$ cat config.mk
export PLATFORM = sky130hd
export DESIGN_NAME = ramsr_delay
export DESIGN_NICKNAME = d
export VERILOG_FILES = /design/src/rtl/ramsr_pkg.sv /design/src/rtl/ramsr_ptr.sv /design/src/rtl/ramsr_mem.sv /design/src/rtl/ramsr_fill.sv /design/src/rtl/ramsr_delay.sv
export SDC_FILE = /design/constraint.sdc
export NUM_CORES = 2
export LEC_CHECK = 0
export ABC_AREA = 1
export BUFFER_PORTS_ARGS = -buffer_cell sky130_fd_sc_hd__buf_2
export CAP_MARGIN = 20
export CORE_MARGIN = 3
export CORE_UTILIZATION = 40
export CTS_BUF_LIST = sky130_fd_sc_hd__clkbuf_8
export DETAILED_ROUTE_END_ITERATION = 10
export GPL_ROUTABILITY_DRIVEN = 0
export GPL_TIMING_DRIVEN = 0
export PLACE_DENSITY = 0.59
export SLEW_MARGIN = 20
export SYNTH_ARGS = -nofsm -noshare
export SYNTH_HDL_FRONTEND = slang
export SYNTH_SLANG_ARGS = --single-unit
$ cat constraint.sdc
create_clock -name clk -period 2.48 [get_ports clk]
set_input_delay 0 -clock clk [delete_from_list [all_inputs] [get_ports clk]]
set_output_delay 0 -clock clk [all_outputs]
set_load 0.01 [all_outputs]
$ cat src/rtl/ramsr_pkg.sv
package ramsr_pkg;

  // Advance a ring index by one, wrapping at n.
  function automatic int unsigned ring_next(input int unsigned p, input int unsigned n);
    return (p + 1 >= n) ? 0 : p + 1;
  endfunction

  // Distance from 'behind' forward to 'ahead' on a ring of n entries.
  function automatic int unsigned ring_gap(input int unsigned ahead, input int unsigned behind,
                                           input int unsigned n);
    return (ahead >= behind) ? ahead - behind : ahead + n - behind;
  endfunction

endpackage

$ cat src/rtl/ramsr_ptr.sv
module ramsr_ptr #(
  parameter int DEPTH = 256,
  parameter int AW    = $clog2(DEPTH)
) (
  input  logic          clk,
  input  logic          rst,
  input  logic          step,
  output logic [AW-1:0] rd_ptr,
  output logic [AW-1:0] wr_ptr
);
  import ramsr_pkg::*;

  localparam logic [AW-1:0] RD_INIT = '0;
  localparam logic [AW-1:0] WR_INIT = AW'(DEPTH - 1);

  logic [AW-1:0] rd_nxt;
  logic [AW-1:0] wr_nxt;

  always_comb begin
    rd_nxt = AW'(ring_next(32'(rd_ptr), DEPTH));
    wr_nxt = AW'(ring_next(32'(wr_ptr), DEPTH));
  end

  always_ff @(posedge clk) begin
    if (rst) begin
      rd_ptr <= RD_INIT;
      wr_ptr <= WR_INIT;
    end else if (step) begin
      rd_ptr <= rd_nxt;
      wr_ptr <= wr_nxt;
    end
  end

  AST_PTR_RESET: assert property (@(posedge clk) disable iff (rst)
    $past(rst) |-> (rd_ptr == RD_INIT && wr_ptr == WR_INIT));
  AST_PTR_RANGE: assert property (@(posedge clk) disable iff (rst)
    (32'(rd_ptr) < DEPTH) && (32'(wr_ptr) < DEPTH));
  AST_PTR_GAP: assert property (@(posedge clk) disable iff (rst)
    ring_gap(32'(wr_ptr), 32'(rd_ptr), DEPTH) == DEPTH - 1);
  AST_PTR_HOLD: assert property (@(posedge clk) disable iff (rst)
    !step |=> ($stable(rd_ptr) && $stable(wr_ptr)));

endmodule

$ cat src/rtl/ramsr_mem.sv
module ramsr_mem #(
  parameter int WIDTH = 8,
  parameter int DEPTH = 256,
  parameter int AW    = $clog2(DEPTH)
) (
  input  logic             clk,
  input  logic             rst,
  input  logic             step,
  input  logic [AW-1:0]    wr_addr,
  input  logic [AW-1:0]    rd_addr,
  input  logic [WIDTH-1:0] wr_data,
  output logic [WIDTH-1:0] rd_word
);

  logic [WIDTH-1:0] store [DEPTH];

  // Storage array: no reset, written only on a shift.
  always_ff @(posedge clk) begin
    if (step && !rst) begin
      store[wr_addr] <= wr_data;
    end
  end

  // Registered read port.
  always_ff @(posedge clk) begin
    if (rst) begin
      rd_word <= '0;
    end else if (step) begin
      rd_word <= store[rd_addr];
    end
  end

  AST_PORTS_DISJOINT: assert property (@(posedge clk) disable iff (rst)
    step |-> (rd_addr != wr_addr));
  AST_WORD_HOLD: assert property (@(posedge clk) disable iff (rst)
    !step |=> $stable(rd_word));

endmodule

$ cat src/rtl/ramsr_fill.sv
module ramsr_fill #(
  parameter int DEPTH = 256,
  parameter int CW    = $clog2(DEPTH)
) (
  input  logic clk,
  input  logic rst,
  input  logic step,
  output logic primed
);

  localparam logic [CW-1:0] LAST = CW'(DEPTH - 1);

  logic [CW-1:0] fill_cnt;
  logic          fill_done;

  assign fill_done = step && !primed && (fill_cnt == LAST);

  always_ff @(posedge clk) begin
    if (rst) begin
      fill_cnt <= '0;
      primed   <= 1'b0;
    end else if (step && !primed) begin
      if (fill_done) primed <= 1'b1;
      else           fill_cnt <= fill_cnt + 1'b1;
    end
  end

  AST_FILL_STEP: assert property (@(posedge clk) disable iff (rst)
    (step && !primed) |=> (primed || fill_cnt == $past(fill_cnt) + 1'b1));
  AST_PRIMED_STICKY: assert property (@(posedge clk) disable iff (rst)
    primed |=> primed);
  AST_FILL_HOLD: assert property (@(posedge clk) disable iff (rst)
    !step |=> ($stable(fill_cnt) && $stable(primed)));

endmodule

$ cat src/rtl/ramsr_delay.sv
module ramsr_delay #(
  parameter int WIDTH = 8,
  parameter int DEPTH = 256
) (
  input  logic             clk,
  input  logic             rst,
  input  logic             shift_en,
  input  logic [WIDTH-1:0] din,
  output logic [WIDTH-1:0] dout
);

  localparam int AW = (DEPTH > 1) ? $clog2(DEPTH) : 1;

  logic [AW-1:0]    rd_ptr;
  logic [AW-1:0]    wr_ptr;
  logic [WIDTH-1:0] rd_word;
  logic             primed;
  logic             step;

  // Reset wins over a shift request.
  assign step = shift_en && !rst;

  ramsr_ptr #(.DEPTH(DEPTH), .AW(AW)) u_ptr (
    .clk    (clk),
    .rst    (rst),
    .step   (step),
    .rd_ptr (rd_ptr),
    .wr_ptr (wr_ptr)
  );

  ramsr_mem #(.WIDTH(WIDTH), .DEPTH(DEPTH), .AW(AW)) u_mem (
    .clk     (clk),
    .rst     (rst),
    .step    (step),
    .wr_addr (wr_ptr),
    .rd_addr (rd_ptr),
    .wr_data (din),
    .rd_word (rd_word)
  );

  ramsr_fill #(.DEPTH(DEPTH), .CW(AW)) u_fill (
    .clk    (clk),
    .rst    (rst),
    .step   (step),
    .primed (primed)
  );

  // Stale RAM contents are hidden until the line has been filled once.
  assign dout = primed ? rd_word : '0;

  AST_DOUT_IDLE: assert property (@(posedge clk) disable iff (rst)
    !shift_en |=> $stable(dout));
  AST_DOUT_AFTER_RESET: assert property (@(posedge clk) disable iff (rst)
    $past(rst) |-> (dout == '0));

endmodule

==> impl_metrics.tcl <==
set metrics [dict create \
    clk_latency_ns 1.12 \
    max_slew_margin_pct 30.4 \
    ys_ff_latch 2081 \
    finalHoldWorstSlack_ns 0.0533 \
    dieHeight_um 466 \
    dieWidth_um 466 \
    nets 7863 \
    drtPass1Iterations 9 \
    drv_slew 0 \
    grt-ovfl-total 0 \
    routed_wl_um 331000 \
    finalSetupViolations 517 \
    path_clk_slew_ns 0.06 \
    syn_nets 7386 \
    fmax_mhz 369 \
    synth_ff_type "edfxtp_1" \
    r2r-start "u_ptr.wr_ptr[4]$_SDFFE_PP1N_" \
    synth-warning-count 0 \
    fin_crit_ns 2.71 \
    finalCritPeriodShare_pct 109 \
    slowest_delay_ns 0.53 \
    synthTopCellsByArea "edfxtp_1 (73%), nand2_1 (12%), nand3_1 (7.9%)" \
    numCtsBuffers 357 \
    required_ns 3.20 \
    ant_nets 0 \
    grt_usage_pct 29.6 \
    clock-sinks 2081 \
    crit_slowest_cell "nand3_1" \
    syn-cell-area_um2 84600 \
    synthTopCellsByCount "nand2_1 (2803), edfxtp_1 (2048), nand3_1 (1342), nor2_1 (301), buf_2 (293)" \
    critPathCaptureType "register" \
    rows 168 \
    final_core_util_pct 48.2 \
    violations "negative setup slack" \
    synth_seq_area_share_pct 73.5 \
    grt_start_max_net_pins 125 \
    via_count 63400 \
    post-place-ws_ns -1.22 \
    yosysMostFrequentCell "nand2_1" \
    synthArstFlopShare_pct 0 \
    drive_above_1_share_pct 18.2 \
    leakage_nw 36.6 \
    initial_core_util_pct 40.3 \
    vias_per_cell 5.81 \
    tightest_slew_ns 1.04 \
    hold_path.class "in -> reg" \
    path_cells "inv_1 -> nor2_1 -> nand3_1 -> buf_2 -> nor2_4" \
    maxCapViolations 0 \
    cts_tree "done" \
    yosys.cell_types.count 31 \
    r2r_slack_ns -0.23 \
    die-area_um2 217000 \
    synth.top_cell.area_share_pct 72.7 \
    hold_violations 0 \
    total_power_mw 71.8 \
    status "finished with violations" \
    drc_errors 0 \
    area_growth_pct 19.7 \
    worstHoldPathCells 6 \
    drt_iter0_drc 10900 \
    synth_top_area_cell "edfxtp_1" \
    grt_setup_unrepaired "yes" \
    stdcell_count 10900 \
    reg2reg_depth 5 \
    grt_pass1_vias 58500 \
    ir_drop_mv 0.539 \
    timing.final.ws_setup_ns -0.233 \
    worstReg2RegEnd "u_mem.store[153][2]$_DFFE_PP_" \
    worst-path-buf-inv 2 \
    hp-start "rst" \
    io_pins 19 \
    grt_pass1_wl_um 448000 \
    fin_skew_ns 0.114 \
    fin_area_um2 101000 \
    port_buffers 18 \
    dpl_cell_area_um2 89100 \
    fill_cells 18600 \
    htreeDepth 5 \
    netlist_instances 7369 \
    avgSynthCellArea_um2 11.5 \
    final.setup.tns_ns -46.68 \
    dp.cells 10200 \
    antenna_found_initial 11 \
    clk_root_buffer_cell "clkbuf_8" \
    powerDensity_nw_per_um2 709 \
    clk_path_buf_depth 4 \
    hold_end "u_ptr.rd_ptr[3]$_SDFFE_PP0N_" \
    hpwl_um 225000 \
    crit_type "reg -> reg" \
    core_area_um2 210000 \
    cp_max_fo 10 \
    synth_edf_count 2048 \
    critical_path.top_delay_family "simple AND/OR/NAND/NOR gates" \
    worst_setup_path_start_kind "register" \
    wl_per_cell_um 30.3 \
    worst_ep_arrival_time_ns 3.44 \
]
final cells by class:
class	instances	area, µm²	share of cell area (%)
clock inverter	248	1090	1.07
antenna	5	12.5	0.0124
buffer	459	3880	3.84
sequential	2081	62200	61.4
clock buffer	368	5060	5.00
tap	2805	3510	3.47
inverter	72	302	0.298
multi-input combinational	4753	23200	23.0
timing repair buffer	122	2000	1.98
placed cells by master, fill, tap and decap left out, types with 47 or more instances in the layout:
master | synthesis | final
nand2_1 | 2803 | 2785
edfxtp_1 | 2048 | 2048
nand3_1 | 1342 | 1139
clkbuf_8 | 0 | 378
inv_1 | 64 | 196
nor2_4 | 1 | 183
a21oi_1 | 246 | 178
nand3_2 | 0 | 165
buf_4 | 7 | 116
buf_6 | 0 | 94
buf_2 | 293 | 82
clkinv_1 | 4 | 77
clkbuf_4 | 0 | 67
nor2_1 | 301 | 63
nor2_2 | 1 | 57
a21oi_2 | 0 | 57
buf_12 | 0 | 47
cell families (layout without fill, tap and decap cells):
kind of cell	count (synthesis)	count (layout)	synth area share [%]
AO/OA/AOI/OAI	281	281	1.73
XOR/XNOR	1	1	0.0104
adder cells (fa/ha/maj)	6	6	0.0887
buffers and inverters	535	1269	2.84
flip-flops	2081	2081	73.5
other	0	5	0
AND/OR/NAND/NOR	4465	4465	21.8
state kept, by name (all words and copies together) (netlist names):
name and count:
u_mem.store 2048, u_ptr.rd_ptr 8, u_fill.fill_cnt 8, u_fill.primed 1, u_ptr.wr_ptr 8, u_mem.rd_word 8
per-layer routing:
metal	GRT usage, %	up-vias	wire [µm]
met3	10.8	1064	47900
li1	-	26700	-
met4	18.3	6	24600
met2	42.3	4913	138000
met5	0	-	204
met1	38.3	30700	120000
where the power goes:
group          internal (mW)  total, mW  leakage [nW]  switching, mW
Combinational           1.18       4.91          14.3           3.73
Clock                   14.0       28.1          3.64           14.2
Sequential              38.7       38.7          18.7         0.0410
Total                   53.8       71.8          36.6           17.9
tightest hold or removal path, stage by stage:
cell           delay, ns
dlygate4sd3_1       0.52
buf_2               0.14
nor2_4              0.09
nand2_1             0.12
nand2_1             0.07
a21oi_1             0.13
worst max-delay path by stage:
stage,start,to,slack (ns),cells past startpoint
final,u_ptr.wr_ptr[4]$_SDFFE_PP1N_,u_mem.store[153][2]$_DFFE_PP_,-0.23,5
after floorplan,u_ptr.wr_ptr[0]$_SDFFE_PP1N_,u_mem.store[111][0]$_DFFE_PP_,0.55,8
after detailed placement,shift_en,u_mem.store[63][3]$_DFFE_PP_,-1.22,8
after global placement,din[0],u_mem.store[151][0]$_DFFE_PP_,-2.85,1
after global routing,u_ptr.wr_ptr[4]$_SDFFE_PP1N_,u_mem.store[12][5]$_DFFE_PP_,-0.25,4
after CTS,u_ptr.wr_ptr[5]$_SDFFE_PP1N_,u_mem.store[205][3]$_DFFE_PP_,-0.25,4
timing repair:
action / in CTS / in global routing
endpoints found under the setup margin: 1598 / 1629
gates cloned: 0 / 3
hold buffers: 30 / 0
setup buffers: 10 / 33
resized for setup: 866 / 577
endpoints found under the hold margin: 1999 / 0
pin swaps: 15 / 59
No activity file was read; power rests on OpenSTA's default activity.
